**src/rtl/ewr_pkg.sv**
```systemverilog
`timescale 1ns/1ps
package ewr_pkg;

    typedef enum logic [2:0] {
        ST_IDLE,
        ST_SETUP,
        ST_STROBE,
        ST_HOLD,
        ST_GAP,
        ST_PROG
    } ewr_state_e;

    function automatic int max_of(input int a, input int b);
        return (a > b) ? a : b;
    endfunction

    function automatic int at_least_one(input int v);
        return (v < 1) ? 1 : v;
    endfunction

endpackage

```
**src/rtl/ewr_phase_timer.sv**
```systemverilog
`timescale 1ns/1ps
module ewr_phase_timer #(
    parameter int CNT_W = 8
) (
    input  logic             clk,
    input  logic             rst_n,
    input  logic             load_i,
    input  logic [CNT_W-1:0] load_val_i,
    output logic             zero_o
);

    logic [CNT_W-1:0] cnt_d, cnt_q;

    always_comb begin
        cnt_d = cnt_q;
        if (load_i) begin
            cnt_d = load_val_i;
        end else if (cnt_q != '0) begin
            cnt_d = cnt_q - 1'b1;
        end
    end

    always_ff @(posedge clk or negedge rst_n) begin
        if (!rst_n) begin
            cnt_q <= '0;
        end else begin
            cnt_q <= cnt_d;
        end
    end

    assign zero_o = (cnt_q == '0);


    timer_no_wrap_chk: assert property (@(posedge clk) disable iff (!rst_n)
        (!load_i && cnt_q == '0) |=> (cnt_q == '0));

endmodule

```
**src/rtl/ewr_lane_ctl.sv**
```systemverilog
`timescale 1ns/1ps
module ewr_lane_ctl (
    input  logic clk,
    input  logic rst_n,
    input  logic sel_i,
    input  logic stb_i,
    input  logic en_i,
    output logic cs_n_o,
    output logic we_n_o
);

    typedef struct packed {
        logic cs_n;
        logic we_n;
    } lane_t;

    lane_t lane_d, lane_q;

    always_comb begin
        lane_d.cs_n = !(sel_i && en_i);
        lane_d.we_n = !(stb_i && en_i);
    end

    always_ff @(posedge clk or negedge rst_n) begin
        if (!rst_n) begin
            lane_q <= '{cs_n: 1'b1, we_n: 1'b1};
        end else begin
            lane_q <= lane_d;
        end
    end

    assign cs_n_o = lane_q.cs_n;
    assign we_n_o = lane_q.we_n;


    we_needs_cs_chk: assert property (@(posedge clk) disable iff (!rst_n)
        !we_n_o |-> !cs_n_o);

endmodule

```
**src/rtl/eeprom_page_writer.sv**
```systemverilog
`timescale 1ns/1ps
module eeprom_page_writer
    import ewr_pkg::*;
#(
    parameter int ADDR_W    = 15,
    parameter int LANES     = 4,
    parameter int LANE_W    = 8,
    parameter int SETUP_CYC = 2,
    parameter int PULSE_CYC = 30,
    parameter int HOLD_CYC  = 20,
    parameter int GAP_CYC   = 10,
    parameter int PROG_CYC  = 2000000
) (
    input  logic                      clk,
    input  logic                      rst_n,
    input  logic                      req_valid,
    output logic                      req_ready,
    input  logic [ADDR_W-1:0]         req_addr,
    input  logic [LANES*LANE_W-1:0]   req_data,
    input  logic [LANES-1:0]          req_lanes,
    input  logic                      req_last,
    output logic                      wr_done,
    output logic [ADDR_W-1:0]         mem_addr,
    output logic [LANES*LANE_W-1:0]   mem_data,
    output logic [LANES-1:0]          mem_cs_n,
    output logic [LANES-1:0]          mem_we_n,
    output logic                      mem_oe_n
);

    localparam int DATA_W = LANES * LANE_W;
    localparam int S_EFF  = at_least_one(SETUP_CYC);
    localparam int P_EFF  = at_least_one(PULSE_CYC);
    localparam int H_EFF  = at_least_one(HOLD_CYC);
    localparam int GP_EFF = at_least_one(GAP_CYC);
    localparam int PR_EFF = at_least_one(PROG_CYC);
    localparam int MAX_C  = max_of(max_of(max_of(S_EFF, P_EFF), max_of(H_EFF, GP_EFF)), PR_EFF);
    localparam int CNT_W  = $clog2(MAX_C + 1);

    localparam logic [CNT_W-1:0] LD_SETUP = CNT_W'(S_EFF - 1);
    localparam logic [CNT_W-1:0] LD_PULSE = CNT_W'(P_EFF - 1);
    localparam logic [CNT_W-1:0] LD_HOLD  = CNT_W'(H_EFF - 1);
    localparam logic [CNT_W-1:0] LD_GAP   = CNT_W'(GP_EFF - 1);
    localparam logic [CNT_W-1:0] LD_PROG  = CNT_W'(PR_EFF - 1);

    typedef struct packed {
        ewr_state_e          st;
        logic [ADDR_W-1:0]   addr;
        logic [DATA_W-1:0]   data;
        logic [LANES-1:0]    mask;
        logic                last;
        logic                done;
    } ctl_t;

    ctl_t             ctl_d, ctl_q;
    logic             t_load;
    logic [CNT_W-1:0] t_val;
    logic             t_zero;
    logic             take;
    logic             sel_d, stb_d;

    // ---------------------------------------------------------------
    // Phase timer: one down-counter reloaded at each phase entry
    // ---------------------------------------------------------------
    ewr_phase_timer #(.CNT_W(CNT_W)) timer_i (
        .clk        (clk),
        .rst_n      (rst_n),
        .load_i     (t_load),
        .load_val_i (t_val),
        .zero_o     (t_zero)
    );

    always_comb begin
        req_ready = (ctl_q.st == ST_IDLE) || ((ctl_q.st == ST_GAP) && t_zero);
        take      = req_valid && req_ready;
    end

    // ---------------------------------------------------------------
    // Next-state computation
    // ---------------------------------------------------------------
    always_comb begin
        ctl_d      = ctl_q;
        ctl_d.done = 1'b0;
        t_load     = 1'b0;
        t_val      = '0;

        unique case (ctl_q.st)
            ST_IDLE, ST_GAP: begin
                if (take) begin
                    ctl_d.st   = ST_SETUP;
                    ctl_d.addr = req_addr;
                    ctl_d.data = req_data;
                    ctl_d.mask = req_lanes;
                    ctl_d.last = req_last;
                    t_load     = 1'b1;
                    t_val      = LD_SETUP;
                end
            end
            ST_SETUP: begin
                if (t_zero) begin
                    ctl_d.st = ST_STROBE;
                    t_load   = 1'b1;
                    t_val    = LD_PULSE;
                end
            end
            ST_STROBE: begin
                if (t_zero) begin
                    ctl_d.st = ST_HOLD;
                    t_load   = 1'b1;
                    t_val    = LD_HOLD;
                end
            end
            ST_HOLD: begin
                if (t_zero) begin
                    t_load = 1'b1;
                    if (ctl_q.last) begin
                        ctl_d.st = ST_PROG;
                        t_val    = LD_PROG;
                    end else begin
                        ctl_d.st = ST_GAP;
                        t_val    = LD_GAP;
                    end
                end
            end
            ST_PROG: begin
                if (t_zero) begin
                    ctl_d.st   = ST_IDLE;
                    ctl_d.done = 1'b1;
                end
            end
            default: begin
                ctl_d.st = ST_IDLE;
            end
        endcase

        sel_d = (ctl_d.st == ST_SETUP) || (ctl_d.st == ST_STROBE) || (ctl_d.st == ST_HOLD);
        stb_d = (ctl_d.st == ST_STROBE);
    end

    always_ff @(posedge clk or negedge rst_n) begin
        if (!rst_n) begin
            ctl_q <= '{st: ST_IDLE, addr: '0, data: '0, mask: '0, last: 1'b0, done: 1'b0};
        end else begin
            ctl_q <= ctl_d;
        end
    end

    // ---------------------------------------------------------------
    // Per-lane strobe registers
    // ---------------------------------------------------------------
    for (genvar li = 0; li < LANES; li++) begin : g_lane
        ewr_lane_ctl lane_i (
            .clk    (clk),
            .rst_n  (rst_n),
            .sel_i  (sel_d),
            .stb_i  (stb_d),
            .en_i   (ctl_d.mask[li]),
            .cs_n_o (mem_cs_n[li]),
            .we_n_o (mem_we_n[li])
        );


        idle_lane_quiet_chk: assert property (@(posedge clk) disable iff (!rst_n)
            !ctl_q.mask[li] |-> (mem_cs_n[li] && mem_we_n[li]));
    end

    assign mem_addr = ctl_q.addr;
    assign mem_data = ctl_q.data;
    assign mem_oe_n = 1'b1;
    assign wr_done  = ctl_q.done;

    // ---------------------------------------------------------------
    // Checks
    // ---------------------------------------------------------------
    logic             any_sel, any_stb;
    logic [CNT_W:0]   low_run_q;

    assign any_sel = ~&mem_cs_n;
    assign any_stb = ~&mem_we_n;

    always_ff @(posedge clk or negedge rst_n) begin
        if (!rst_n) begin
            low_run_q <= '0;
        end else if (any_stb) begin
            if (low_run_q != '1) low_run_q <= low_run_q + 1'b1;
        end else begin
            low_run_q <= '0;
        end
    end


    pulse_width_chk: assert property (@(posedge clk) disable iff (!rst_n)
        $fell(any_stb) |-> (low_run_q >= (CNT_W+1)'(P_EFF)));


    addr_stable_chk: assert property (@(posedge clk) disable iff (!rst_n)
        (any_sel && $past(any_sel)) |-> ($stable(mem_addr) && $stable(mem_data)));


    busy_no_ready_chk: assert property (@(posedge clk) disable iff (!rst_n)
        any_stb |-> !req_ready);


    done_single_chk: assert property (@(posedge clk) disable iff (!rst_n)
        wr_done |=> !wr_done);


    done_after_prog_chk: assert property (@(posedge clk) disable iff (!rst_n)
        $rose(wr_done) |-> ($past(ctl_q.st) == ST_PROG));

endmodule

```
**config.mk**
```make
export PLATFORM = sky130hd
export DESIGN_NAME = eeprom_page_writer
export DESIGN_NICKNAME = d
export VERILOG_FILES = /design/src/rtl/ewr_pkg.sv /design/src/rtl/ewr_phase_timer.sv /design/src/rtl/ewr_lane_ctl.sv /design/src/rtl/eeprom_page_writer.sv
export SDC_FILE = /design/constraint.sdc
export NUM_CORES = 1
export LEC_CHECK = 0
export ABC_CLOCK_PERIOD_IN_PS = 5000
export BUFFER_PORTS_ARGS = -buffer_cell sky130_fd_sc_hd__buf_2
export CAP_MARGIN = 20
export CORE_AREA = 2 2 91 93
export CTS_CLUSTER_SIZE = 8
export DETAILED_ROUTE_END_ITERATION = 8
export DIE_AREA = 0 0 93 95
export GPL_TIMING_DRIVEN = 0
export PLACE_DENSITY = 0.84
export SYNTH_ARGS = -nofsm -noshare
export SYNTH_HDL_FRONTEND = slang
export SYNTH_SLANG_ARGS = --single-unit
```
**constraint.sdc**
```tcl
create_clock -name clk -period 5 [get_ports clk]
set_input_delay 0.25 -clock clk [delete_from_list [all_inputs] [get_ports clk]]
set_output_delay 0.25 -clock clk [all_outputs]
set_load 0.03 [all_outputs]
```
## After elaboration in Yosys (flattened, before gate mapping)

Index checks and enable logic that the tools add are counted.

| storage, ports and cells | value |
|---|---|
| register bits after elaboration | 85 |
| output and inout bits | 58 |
| logic and storage cells | 72 |
| bits of input ports | 55 |

| cells by class | value |
|---|---|
| equality and inequality tests | 8 |
| reductions and logical operators | 28 |
| muxes and demuxes | 20 |
| add/subtract/negate cells | 1 |

Operators by type and width:

| operator | number |
|---|---|
| two-way mux 21 bit | 4 |
| one-hot mux 21 bit (4 select lines) | 1 |
| two-way mux 55 bit | 1 |
| logical NOT 21 bit | 1 |
| nonzero test 21 bit | 1 |
| subtractor 21 x 1 -> 21 bit, second input constant | 1 |
| two-way mux 5 bit | 3 |
| one-hot mux 3 bit (5 select lines) | 1 |
| == test 3 x 2 -> 1 bit, second input constant | 4 |
| two-way mux 3 bit | 4 |
| logical AND 1 bit | 10 |
| logical NOT 1 bit | 8 |
| == test 3 x 1 -> 1 bit, second input constant | 2 |
| == test 3 bit, second input constant | 2 |
| two-way mux 1 bit | 5 |
| logical NOT 3 bit | 1 |
| logical OR 1 bit | 3 |
| OR reduction 3 bit | 1 |
| one-hot mux 1 bit (2 select lines) | 1 |
| AND reduction 2 bit | 1 |
| nonzero test 2 bit | 1 |
| OR reduction 2 bit | 1 |

## Depth between registers and ports, before layout

| depth | value |
|---|---|
| word-level depth | 11 |
| depth in mapped cells | 10 |
| depth with buffers taken out | 7 |

## Cells and area by module

Synthesis repeated with hierarchy kept, for this count alone.

| unflattened totals | value |
|---|---|
| cells, all modules | 350 |
| area total of the unflattened synthesis | 4394.2 µm² |

By module, submodules not included:

| module | area each (µm²) | cells each | sequential area each (µm²) | instances |
|---|---|---|---|---|
| eeprom_page_writer | 2856.5 | 205 | 1401.3 | 1 |
| ewr_phase_timer | 1297.5 | 129 | 525.5 | 1 |
| ewr_lane_ctl | 60.1 | 4 | 52.6 | 4 |

## Least setup slack after synthesis

Ideal clock, no wire load.

| timing | value |
|---|---|
| kind | reg2out |
| from | register timer_i.cnt_q[0] |
| to | output req_ready |
| path buffers | 2 |
| cell stages (with the launch flop) | 9 |
| required time | 4750 ps |
| data arrival time | 2578 ps |
| setup slack | 2172 ps |
| path through | dfrtp_1 -> inv_1 -> ha_1 -> or3b_1 -> clkbuf_1 -> nor4_4 -> nand2_1 -> clkbuf_1 -> a21boi_0 |

| on the way | value |
|---|---|
| longest elaborated chain between the ends | 3 |

Ends and longest elaborated chain:

| item | RTL line | RTL |
|---|---|---|
| start: declaration | ewr_phase_timer.sv:12 | `logic [CNT_W-1:0] cnt_d, cnt_q;` |
| start signal: assignment | ewr_phase_timer.sv:27 | `cnt_q <= cnt_d;` |
| logical NOT 21 bit | ewr_phase_timer.sv:31 | `assign zero_o = (cnt_q == '0);` |
| logical AND 1 bit | eeprom_page_writer.sv:73 | `req_ready = (ctl_q.st == ST_IDLE) \|\| ((ctl_q.st == ST_GAP) && t_zero);` |
| logical OR 1 bit | eeprom_page_writer.sv:73 |  |
| end: declaration | eeprom_page_writer.sv:17 | `output logic req_ready,` |

Every way passes these cells.

## Worst setup path after layout

Same ends and word-level chain as after synthesis.

==> flow_summary.toml <==
[route]
via_per_inst = 5.064
route.met3.wl_um = 484
route.met2.wl_mm = 4.285
top_layer = "met4"
drt_iter0_markers = 87
dr_total_vias = 3028
firstDrtPassIters = 4
drc_errors = 0
wl_met1_mm = 3.845
wire_per_inst_um = 14.61
antenna_left = 0
wl_mm = 8.737

[floorplan]
die_x_um = 93
die_h_um = 95
initial_utilization = 0.5458
io_pins = 113
dieArea_sq_um = 8835
core-area_sq_um = 7928
rows = 33

[worst_setup_path]
startpoint_type = "flop"
reg2reg_to = "timer_i.cnt_q[15]$_DFFE_PN0P_"
worstReg2RegStart = "timer_i.cnt_q[0]$_DFFE_PN0P_"
path_class = "flop to primary output"
critPathMaxFanout = 10
reg2regPathDepth = 9
worst-r2r-setup-slack_ns = 2.00
end_kind = "primary output"
worstPathArrival_ns = 3.03
required_ns = 4.75

[pwr]
swShare = 0.2684
p_sw_uw = 424.6
ir_worst_vdd_v = 0.0001890
p_leak_nw = 2.693
power_frac_clock = 0.346
p_total_mw = 1.582
comb_power_share = 0.156
internal_power_mw = 1.157
pwr-share-seq = 0.499
power.density_nw_per_um2 = 299.6

[yosys]
synth-edff-count = 0
yosysTopAreaCell = "dfrtp_1"
synth_top_area_frac = 0.4453
synth_area_leaders = "dfrtp_1 (45%), mux2_4 (17%), buf_4 (9.7%)"
ys_seq_elements = 85
yosysWarnings = 0
syn_inst = 364
synth_ff_type = "dfrtp_1"
syn_avg_cell_area_sq_um = 11.89
synth-seq-area-share = 0.4939
synth_area_sq_um = 4327
synth-async-reset-ratio = 1.000
yosysUniqueCellTypes = 48
syn_nets = 420

[timing]
tns_ns = 0
finalCritPeriodShare = 0.6567
setup_viol = 0
maxSlewHeadroom = 0.5139
tightest_slew_ns = 0.7243
slew_violations = 0
rsz0062_at_grt = "no"
holdWs_ns = 0.1187
hold_violations = 0
fmax_mhz = 304.5
finalCriticalPeriod_ns = 3.284
fin_skew_ns = 0.009471

[clock_tree]
clk_pin_slew_worst_paths_ns = 0.09
postCtsSetupBuffers = 0
cts_resized = 0
htreeDepth = 3
cts_tree = "built"
clk_latency_ns = 0.35
root_buffer = "clkbuf_8"
cts-buffers-inserted = 9
cts_num_sinks = 85
clockBufferDepth = 2

[global_route]
grt_pass1_wl_mm = 13.77
grt_max_degree = 50
grt_pass1_vias = 2920
grt_overflow_total = 0
antenna_found_initial = 0
grt.total_usage = 0.1992

[layout]
areaGrowthSynthToFinish_pct = 22.04
layout.area.seq_sq_um = 2137
final_cells = 598
layout-drive-gt1-share = 0.5213
diodes = 0
fin_nets = 544
multi_input_area_sq_um = 1648
nFillCells = 604

[placement]
gp_congestion = 0.8211
port_buffers = 111
dp_hpwl_mm = 6.350
numPlacedInstances = 581

[min_path]
hold_path_end = "mem_data[2]$_DFFE_PN0P_"
hold_depth = 2
hp-class = "primary input to flop"
min-delay-start = "req_data[2]"

[run]
maxCapViolCount = 0

[outcome]
status = "complete, no violations"
critical path, stage by stage (launching register included):
cell and delay (ns):
dfrtp_1 0.42, inv_1 0.09, ha_1 0.17, or3b_1 0.34
clkbuf_1 0.18, nor4_4 0.57, nand2_1 0.15, clkbuf_1 0.25
a21boi_0 0.27, buf_2 0.24
per-stage QoR:
step           setup slack, ns  utilization  area, sq um
2_1_floorplan            2.172            -         4327
3_3_place_gp             2.112       0.6324         5014
3_5_place_dp             2.058       0.6362         5044
4_1_cts                  1.722       0.6660         5280
5_1_grt                  1.550       0.6660         5280
6_report                 1.716       0.6660         5280
per-layer routing:
layer	GRT usage	vias up
li1	-	1446
met1	0.2535	1459
met2	0.3388	113
met3	0.03113	10
met4	0.08701	0
met5	0	-
worst max-delay path by stage:
stage / to / start
after floorplan: req_ready / timer_i.cnt_q[0]$_DFFE_PN0P_
after global placement: timer_i.cnt_q[10]$_DFFE_PN0P_ / timer_i.cnt_q[0]$_DFFE_PN0P_
after detailed placement: timer_i.cnt_q[15]$_DFFE_PN0P_ / timer_i.cnt_q[0]$_DFFE_PN0P_
after CTS: req_ready / timer_i.cnt_q[0]$_DFFE_PN0P_
after global routing: req_ready / timer_i.cnt_q[0]$_DFFE_PN0P_
final: req_ready / timer_i.cnt_q[0]$_DFFE_PN0P_
cell type report:
cell class	instances	area share
repair buffers	113	0.1128
inverters	4	0.002844
clock buffers	9	0.02346
well taps	105	0.02488
flip-flops and latches	85	0.4047
plain buffers	72	0.09976
multi-input cells	203	0.3121
clock inverters	7	0.01943
cell usage in the layout (no fill, tap or decap), types with 2 or more instances in the layout:
cell and n:
buf_4 57, or2_2 2, dfstp_2 8, xnor2_1 10
mux2_2 2, and2_1 2, mux2_4 50, buf_6 6
buf_2 111, bufinv_16 2, a211oi_1 2, clkbuf_1 8
xor2_1 3, clkbuf_8 9, inv_6 4, o21ai_0 27
nor3b_1 2, inv_1 4, nor3_1 4, nand3_1 10
or4_1 8, nand2_1 22, nor2_1 20, a21oi_1 10
dfrtp_1 77, a21o_1 2, nor2b_1 2, or3_1 3
logic make-up (layout without fill, tap and decap cells):
| group | count (synthesis) | count (layout) | share of synthesized area |
|---|---|---|---|
| XOR/XNOR | 13 | 13 | 0.02632 |
| AND/OR/NAND/NOR | 83 | 83 | 0.1012 |
| buffers and inverters | 76 | 205 | 0.1252 |
| flip-flops | 85 | 85 | 0.4939 |
| multiplexers | 53 | 53 | 0.1810 |
| AO/OA/AOI/OAI | 52 | 52 | 0.06854 |
| adder cells (fa/ha/maj) | 1 | 1 | 0.002891 |
| other | 1 | 1 | 0.0008667 |
flip-flops by register name (all words and copies together) (netlist names):
register	flops
mem_addr	15
g_lane.lane_i.cs_n_o	4
ctl_q	8
timer_i.cnt_q	21
mem_data	32
wr_done	1
g_lane.lane_i.we_n_o	4
synth_stat cells, drive strengths merged, types with 2 or more instances:
cell	n
nor3	5
nand2	22
or2	2
dfrtp	77
inv	4
clkbuf	8
nand3	10
nor4	2
xnor2	10
buf	64
or3	3
or3b	2
a21o	2
o21ai	28
xor2	3
and2	3
a21oi	10
mux2	52
nor2	20
or4	8
a211oi	2
dfstp	8
nor3b	2
nor2b	2
power by group through the flow:
stage / Sequential, mW / Clock, mW / Combinational, mW
floorplan: 0.788 / 0 / 0.175
global placement: 0.794 / 0 / 0.236
detailed placement: 0.800 / 0 / 0.248
CTS: 0.788 / 0.566 / 0.249
global route: 0.797 / 0.593 / 0.269
finish: 0.789 / 0.547 / 0.246
repair_timing:
item,4_1_cts,5_1_grt
setup endpoints to repair,0,0
hold endpoints to repair,36,0
hold buffers,1,0
No activity file was read; power rests on OpenSTA's default activity.
